--- config.mk ---
export PLATFORM = sky130hd
export DESIGN_NAME = gpio_port
export DESIGN_NICKNAME = d
export VERILOG_FILES = /design/src/rtl/gpio_pkg.sv /design/src/rtl/gpio_regs.sv /design/src/rtl/gpio_pin_cfg.sv /design/src/rtl/gpio_sync.sv /design/src/rtl/gpio_port.sv
export SDC_FILE = /design/constraint.sdc
export NUM_CORES = 1
export LEC_CHECK = 0
export BUFFER_PORTS_ARGS = -buffer_cell sky130_fd_sc_hd__buf_4
export CAP_MARGIN = 25
export CORE_MARGIN = 4
export CORE_UTILIZATION = 44
export CTS_CLUSTER_DIAMETER = 120
export DETAILED_ROUTE_END_ITERATION = 12
export PLACE_DENSITY = 0.84
export SLEW_MARGIN = 20
export SYNTH_ARGS = -nofsm -noshare
export SYNTH_HDL_FRONTEND = slang
export SYNTH_HIERARCHICAL = 1
export SYNTH_SLANG_ARGS = --single-unit
export TNS_END_PERCENT = 30
--- constraint.sdc ---
create_clock -name clk -period 0.8 [get_ports clk]
set_input_delay 0.04 -clock clk [delete_from_list [all_inputs] [get_ports clk]]
set_output_delay 0.04 -clock clk [all_outputs]
set_load 0.1 [all_outputs]
--- src/rtl/gpio_pkg.sv ---
package gpio_pkg;
    typedef enum logic [1:0] {
        SEL_DIR  = 2'd0,
        SEL_LVL  = 2'd1,
        SEL_PIN  = 2'd2,
        SEL_NONE = 2'd3
    } port_sel_e;
endpackage

--- src/rtl/gpio_regs.sv ---
module gpio_regs
    import gpio_pkg::*;
#(
    parameter int WIDTH = 8
) (
    input  logic             clk,
    input  logic             rst_n,
    input  logic [1:0]       sel,
    input  logic             wr_en,
    input  logic [WIDTH-1:0] wdata,
    output logic [WIDTH-1:0] dir_q,
    output logic [WIDTH-1:0] lvl_q
);
    port_sel_e   sel_e;
    logic [WIDTH-1:0] dir_d, lvl_d;

    assign sel_e = port_sel_e'(sel);

    always_comb begin
        dir_d = dir_q;
        lvl_d = lvl_q;
        if (wr_en) begin
            unique case (sel_e)
                SEL_DIR:  dir_d = wdata;
                SEL_LVL:  lvl_d = wdata;
                SEL_PIN:  lvl_d = lvl_q ^ wdata;
                SEL_NONE: ;
            endcase
        end
    end

    always_ff @(posedge clk or negedge rst_n) begin
        if (!rst_n) begin
            dir_q <= '0;
            lvl_q <= '0;
        end else begin
            dir_q <= dir_d;
            lvl_q <= lvl_d;
        end
    end

    // a toggle write flips exactly the written ones
    p_toggle_flip_r3: assert property (@(posedge clk) disable iff (!rst_n)
        (wr_en && sel == 2'd2) |=> (lvl_q == ($past(lvl_q) ^ $past(wdata))) && $stable(dir_q));

    // the unused select touches no register
    p_unused_write_r10: assert property (@(posedge clk) disable iff (!rst_n)
        (wr_en && sel == 2'd3) |=> $stable(lvl_q) && $stable(dir_q));

    // without a write the registers hold their values
    p_hold_idle_r2: assert property (@(posedge clk) disable iff (!rst_n)
        !wr_en |=> $stable(lvl_q) && $stable(dir_q));
endmodule

--- src/rtl/gpio_pin_cfg.sv ---
module gpio_pin_cfg #(
    parameter int WIDTH = 8
) (
    input  logic             clk,
    input  logic             rst_n,
    input  logic [WIDTH-1:0] dir,
    input  logic [WIDTH-1:0] lvl,
    input  logic             pull_dis,
    output logic [WIDTH-1:0] oe,
    output logic [WIDTH-1:0] drv,
    output logic [WIDTH-1:0] pu
);
    for (genvar i = 0; i < WIDTH; i++) begin : g_pin
        always_comb begin
            oe[i]  = dir[i];
            drv[i] = dir[i] & lvl[i];
            pu[i]  = ~dir[i] & lvl[i] & ~pull_dis;
        end
    end

    // the chip-wide disable silences every pull-up
    p_pull_off_r6: assert property (@(posedge clk) disable iff (!rst_n)
        pull_dis |-> (pu == '0));

    // a driven pin never also pulls up
    p_drive_no_pull_r7: assert property (@(posedge clk) disable iff (!rst_n)
        ((oe & pu) == '0));

    // an undriven pin presents a low output level
    p_idle_low_r7: assert property (@(posedge clk) disable iff (!rst_n)
        ((drv & ~oe) == '0));
endmodule

--- src/rtl/gpio_sync.sv ---
module gpio_sync #(
    parameter int WIDTH = 8
) (
    input  logic             clk,
    input  logic             rst_n,
    input  logic [WIDTH-1:0] pad_in,
    output logic [WIDTH-1:0] pin_q
);
    logic [WIDTH-1:0] hold_q;

    // First stage: follows the pin while clk is high, frozen at the falling edge.
    // Only its frozen value is ever consumed, so it is captured on that edge.
    always_ff @(negedge clk or negedge rst_n) begin
        if (!rst_n) hold_q <= '0;
        else        hold_q <= pad_in;
    end

    always_ff @(posedge clk or negedge rst_n) begin
        if (!rst_n) pin_q <= '0;
        else        pin_q <= hold_q;
    end

    // the register stage loads the first stage's held value
    p_stage_follow_r9: assert property (@(posedge clk) disable iff (!rst_n)
        pin_q == $past(hold_q));
endmodule

--- src/rtl/gpio_port.sv ---
module gpio_port
    import gpio_pkg::*;
#(
    parameter int WIDTH = 8
) (
    input  logic             clk,
    input  logic             rst_n,
    input  logic [1:0]       sel,
    input  logic             wr_en,
    input  logic [WIDTH-1:0] wdata,
    output logic [WIDTH-1:0] rdata,
    input  logic             pull_dis,
    input  logic [WIDTH-1:0] pad_in,
    output logic [WIDTH-1:0] pad_oe,
    output logic [WIDTH-1:0] pad_out,
    output logic [WIDTH-1:0] pad_pu
);
    logic [WIDTH-1:0] dir_q, lvl_q, pin_q;

    gpio_regs #(.WIDTH(WIDTH)) u_regs (
        .clk(clk), .rst_n(rst_n), .sel(sel), .wr_en(wr_en),
        .wdata(wdata), .dir_q(dir_q), .lvl_q(lvl_q)
    );

    gpio_pin_cfg #(.WIDTH(WIDTH)) u_cfg (
        .clk(clk), .rst_n(rst_n), .dir(dir_q), .lvl(lvl_q),
        .pull_dis(pull_dis), .oe(pad_oe), .drv(pad_out), .pu(pad_pu)
    );

    gpio_sync #(.WIDTH(WIDTH)) u_sync (
        .clk(clk), .rst_n(rst_n), .pad_in(pad_in), .pin_q(pin_q)
    );

    always_comb begin
        unique case (port_sel_e'(sel))
            SEL_DIR:  rdata = dir_q;
            SEL_LVL:  rdata = lvl_q;
            SEL_PIN:  rdata = pin_q;
            SEL_NONE: rdata = '0;
        endcase
    end

    // the direction read-back matches the enables sent to the pads
    p_dir_readback_r2: assert property (@(posedge clk) disable iff (!rst_n)
        (sel == 2'd0) |-> (rdata == pad_oe));

    // the unused select reads as zero
    p_unused_read_r10: assert property (@(posedge clk) disable iff (!rst_n)
        (sel == 2'd3) |-> (rdata == '0));
endmodule

; Yosys cells after proc, flatten, opt, wreduce, memory -nomap -nowiden
; Index checks and enable logic that the tools add are counted.
[classes]
add_sub_neg = 0
n_mul = 0
n_div = 0
n_lt_le_gt_ge = 0
eq_ne = 3
shift = 0
mux = 2
bitwise = 34
reduce_logical = 4
[ops]
columns = operator, count
row1 = $pmux W8 S4, 1
row2 = $and A1 B1 Y1, 24
row3 = $pmux W8 S2, 1
row4 = $not A1 Y1, 9
row5 = $xor A8 B8 Y8, 1
row6 = $eq A2 B2 Y1 const B, 2
row7 = $reduce_and A2 Y1, 2
row8 = $eq A2 B1 Y1 const B, 1
row9 = $logic_not A2 Y1, 1
row10 = $reduce_bool A2 Y1, 1
[word_totals]
ff_bits = 32
latch_bits = 0
mem_bits_rw = 0
rom_bits = 0
input_bits = 22
output_inout_bits = 32
n_memories = 0

; Longest topological paths before layout
[depth]
depth_word = 3
depth_mapped = 7
ltp_nobuf = 5

; Modules after synthesis
; The synthesis kept the hierarchy.
[modules_own_cells]
columns = mod, n_inst, cells_each, area_per_inst_um2, seq_area_each_um2
row1 = gpio_regs, 1, 65, 752.0, 400.4
row2 = gpio_sync, 1, 16, 400.4, 400.4
row3 = gpio_pin_cfg, 1, 25, 221.5, 0.0
row4 = gpio_port, 1, 20, 197.7, 0.0

==> key figures <==
Outcome
  • Status: finished with violations
  • Failing checks: negative setup slack

Synth
  • Syn nets: 150
  • Top-count cell post-synth: dfrtp_1
  • Synth area leader: dfrtp_1
  • Mapped Area: approximately 1600 µm²
  • Synth warn: 6
  • EDFF count, synth: 0
  • Post-Synthesis Cells: about 130
  • Synth Register Bits: 32
  • Syn_area_per_cell: 12.5 µm²
  • Post-synth top area share: around two fifths
  • Commonest cells in the netlist: dfrtp_1, a21oi_1, buf_4
  • Primary FF master, synth: dfrtp_1
  • Synth top area cells: dfrtp_1, dfrtn_1, nor3b_2
  • FFs w/ async S/R, synth: between 90% and 100%
  • Seq/Total Area, Yosys: about half
  • Library cells used by synthesis: 19

Route
  • ANT nets after route: 0
  • DRC Markers: 0
  • DR vias: ~1500
  • DR WL/cell: approximately 28 µm
  • Vias/cell: just under 6
  • Initial drt markers: 119
  • First-pass DRT Iterations: 4
  • WL final: roughly 7.2 mm

Finish
  • Final std cells w/o fill: 260
  • Fillcell total: 103
  • Post-layout net count: ~240
  • Diode count: 0
  • Share of cells above drive strength 1: between 70% and 80%
  • Area growth syn-to-layout: 98.2%
  • Finished Cell Area: roughly 3100 µm²
  • Fin util: between 90% and 100%

Timing
  • Slew HR: about 75%
  • RSZ-0062 raised after global routing: true
  • Pins Over Slew Limit: 0
  • Final setup margin: -0.550 ns
  • Final Hold Viols: 0
  • Final min period: around 1.3 ns
  • Tightest Pin Transition: 0.373 ns
  • TNS Setup: -18.83 ns
  • Final period util: 169%
  • # setup viols final: 56
  • F_max: 741 MHz
  • Clock skew: about 0.023 ns
  • Fin Hold WS: 0.0932 ns

Floorplanning
  • IO Pins: 54
  • Die H: about 68 µm
  • Initial Util: between 40% and 50%
  • Width of the die: roughly 68 µm
  • # rows: 21
  • Die area: about 4600 µm²
  • Core area: 3390 µm²

Worst setup path
  • Crit. End Element: primary output
  • CP startpoint kind: register
  • Critical Path AT: 1.31 ns
  • Critical path type: reg -> out
  • Worst-case reg-to-reg path depth: 4
  • Data required time at the worst endpoint: 0.76 ns
  • Critical R2R Launch: u_regs/lvl_q[6]$_DFFE_PN0P_
  • Worst-path fanout max: 4
  • Crit. Startpoint: u_regs/dir_q[3]$_DFFE_PN0P_

CTS
  • Clk buf depth: 2
  • Reg clk slew, reported paths: approximately 0.090 ns
  • CTS root buffer: clkbuf_4
  • Max H-tree Level: 2
  • Clk_lat worst skew: between 0.3 and 0.4 ns
  • CTS tree: built
  • Num CTS Buffers: 5
  • Clk sinks: 32

Global route
  • Overflow after GRT: 0
  • GRT Util Overall: between 20 and 30%
  • Via count of the first global-routing pass: 1573
  • Pin count of the biggest net entering global routing: 18
  • Initial antenna violation count: 0
  • First-pass GRT wire length: between 9 and 10 mm

Run
  • Max cap viols: 0

Worst hold path
  • HP Class: in -> reg
  • Hold_sp: pad_in[5]
  • Worst Hold Depth: 1

Place
  • IO buf count: 53
  • DP HPWL: 2.98 mm
  • Placed cell count: approximately 230
  • Routability Congestion: 0.779
  • Post-DP Area: about 2200 µm²

Power and ir drop
  • Power Dens Cells: approximately 2700 nW/µm²
  • Lkg Pwr: ~0.0013 µW
  • Maximum VDD drop: roughly 1.9 mV
-- cell families after synthesis --
group / synth area share (%)
simple gates: 13.9
mux: 10.8
flops: 51.0
buf+inv: 9.63
compound gates: 13.1
fa+ha+maj: 1.59
-- report_power, final --
group	internal [µW]	switching, µW
combinational	2130	3120
clock	418	577
sequential	1870	420
total	4420	4120
-- sequential cells by signal, summed over array words and instances (netlist names) --
register and count:
u_regs/lvl_q 8, u_sync/pin_q 8, u_regs/dir_q 8, u_sync/hold_q 8
-- what timing repair did --
action	CTS	global route
buffers inserted	9	6
hold buffers	9	0
endpoints found under the hold margin	43	0
pin swaps	16	5
resized for setup	126	37
endpoints found under the setup margin	56	56
-- critical path, cell delays in order, from the launching register on --
cell and delay [ns]:
dfrtp_2 0.47, mux2i_2 0.24, o2bb2ai_4 0.10, buf_12 0.17
-- placed cells by master, fill, tap and decap left out, drive strengths merged, types with 9 or more instances in the layout --
| cell | count |
|---|---|
| buf | 86 |
| dfrtp | 24 |
| a21oi | 16 |
| dlygate4sd3 | 9 |
| and2 | 9 |
-- final cells by class --
class                   instances  area [µm²]  share of cell area, %
clock buffers                   6        51.3                   1.65
clock inverters                 2        10.0                  0.321
inverters                       2        7.51                  0.241
multi-input cells              77         992                   31.8
flip-flops and latches         32         820                   26.3
well taps                      46        57.6                   1.85
repair buffers                 95        1180                   37.8
-- per-layer routing --
layer / global-route usage [%] / wire [µm] / up-vias
met3: 6.66 / 471 / 35
met5: 0 / 0 / -
li1: - / - / 615
met1: 30.2 / 2720 / 761
met2: 50.1 / 3570 / 98
met4: 22.0 / 394 / 0
-- final timing paths --
path | slack, ns | endpoint
max in group asynchronous | 0.10 | u_sync/hold_q[3]$_DFF_NN0_
hold reg to reg | 0.66 | u_regs/dir_q[2]$_DFFE_PN0P_
setup / recovery | -0.55 | rdata[3]
setup reg to reg | -0.39 | u_regs/lvl_q[6]$_DFFE_PN0P_
hold / removal | 0.09 | u_sync/hold_q[5]$_DFF_NN0_
min in group asynchronous | 0.15 | u_sync/pin_q[6]$_DFF_PN0_
-- metrics by stage --
step	setup WS, ns	power (µW)
after global placement	-0.261	5700
after CTS	-0.521	7830
after global routing	-0.622	8770
after floorplan	-0.537	5030
after detailed placement	-0.317	5800
final	-0.550	8540
Note: power is estimated with default switching activity, not from simulation.
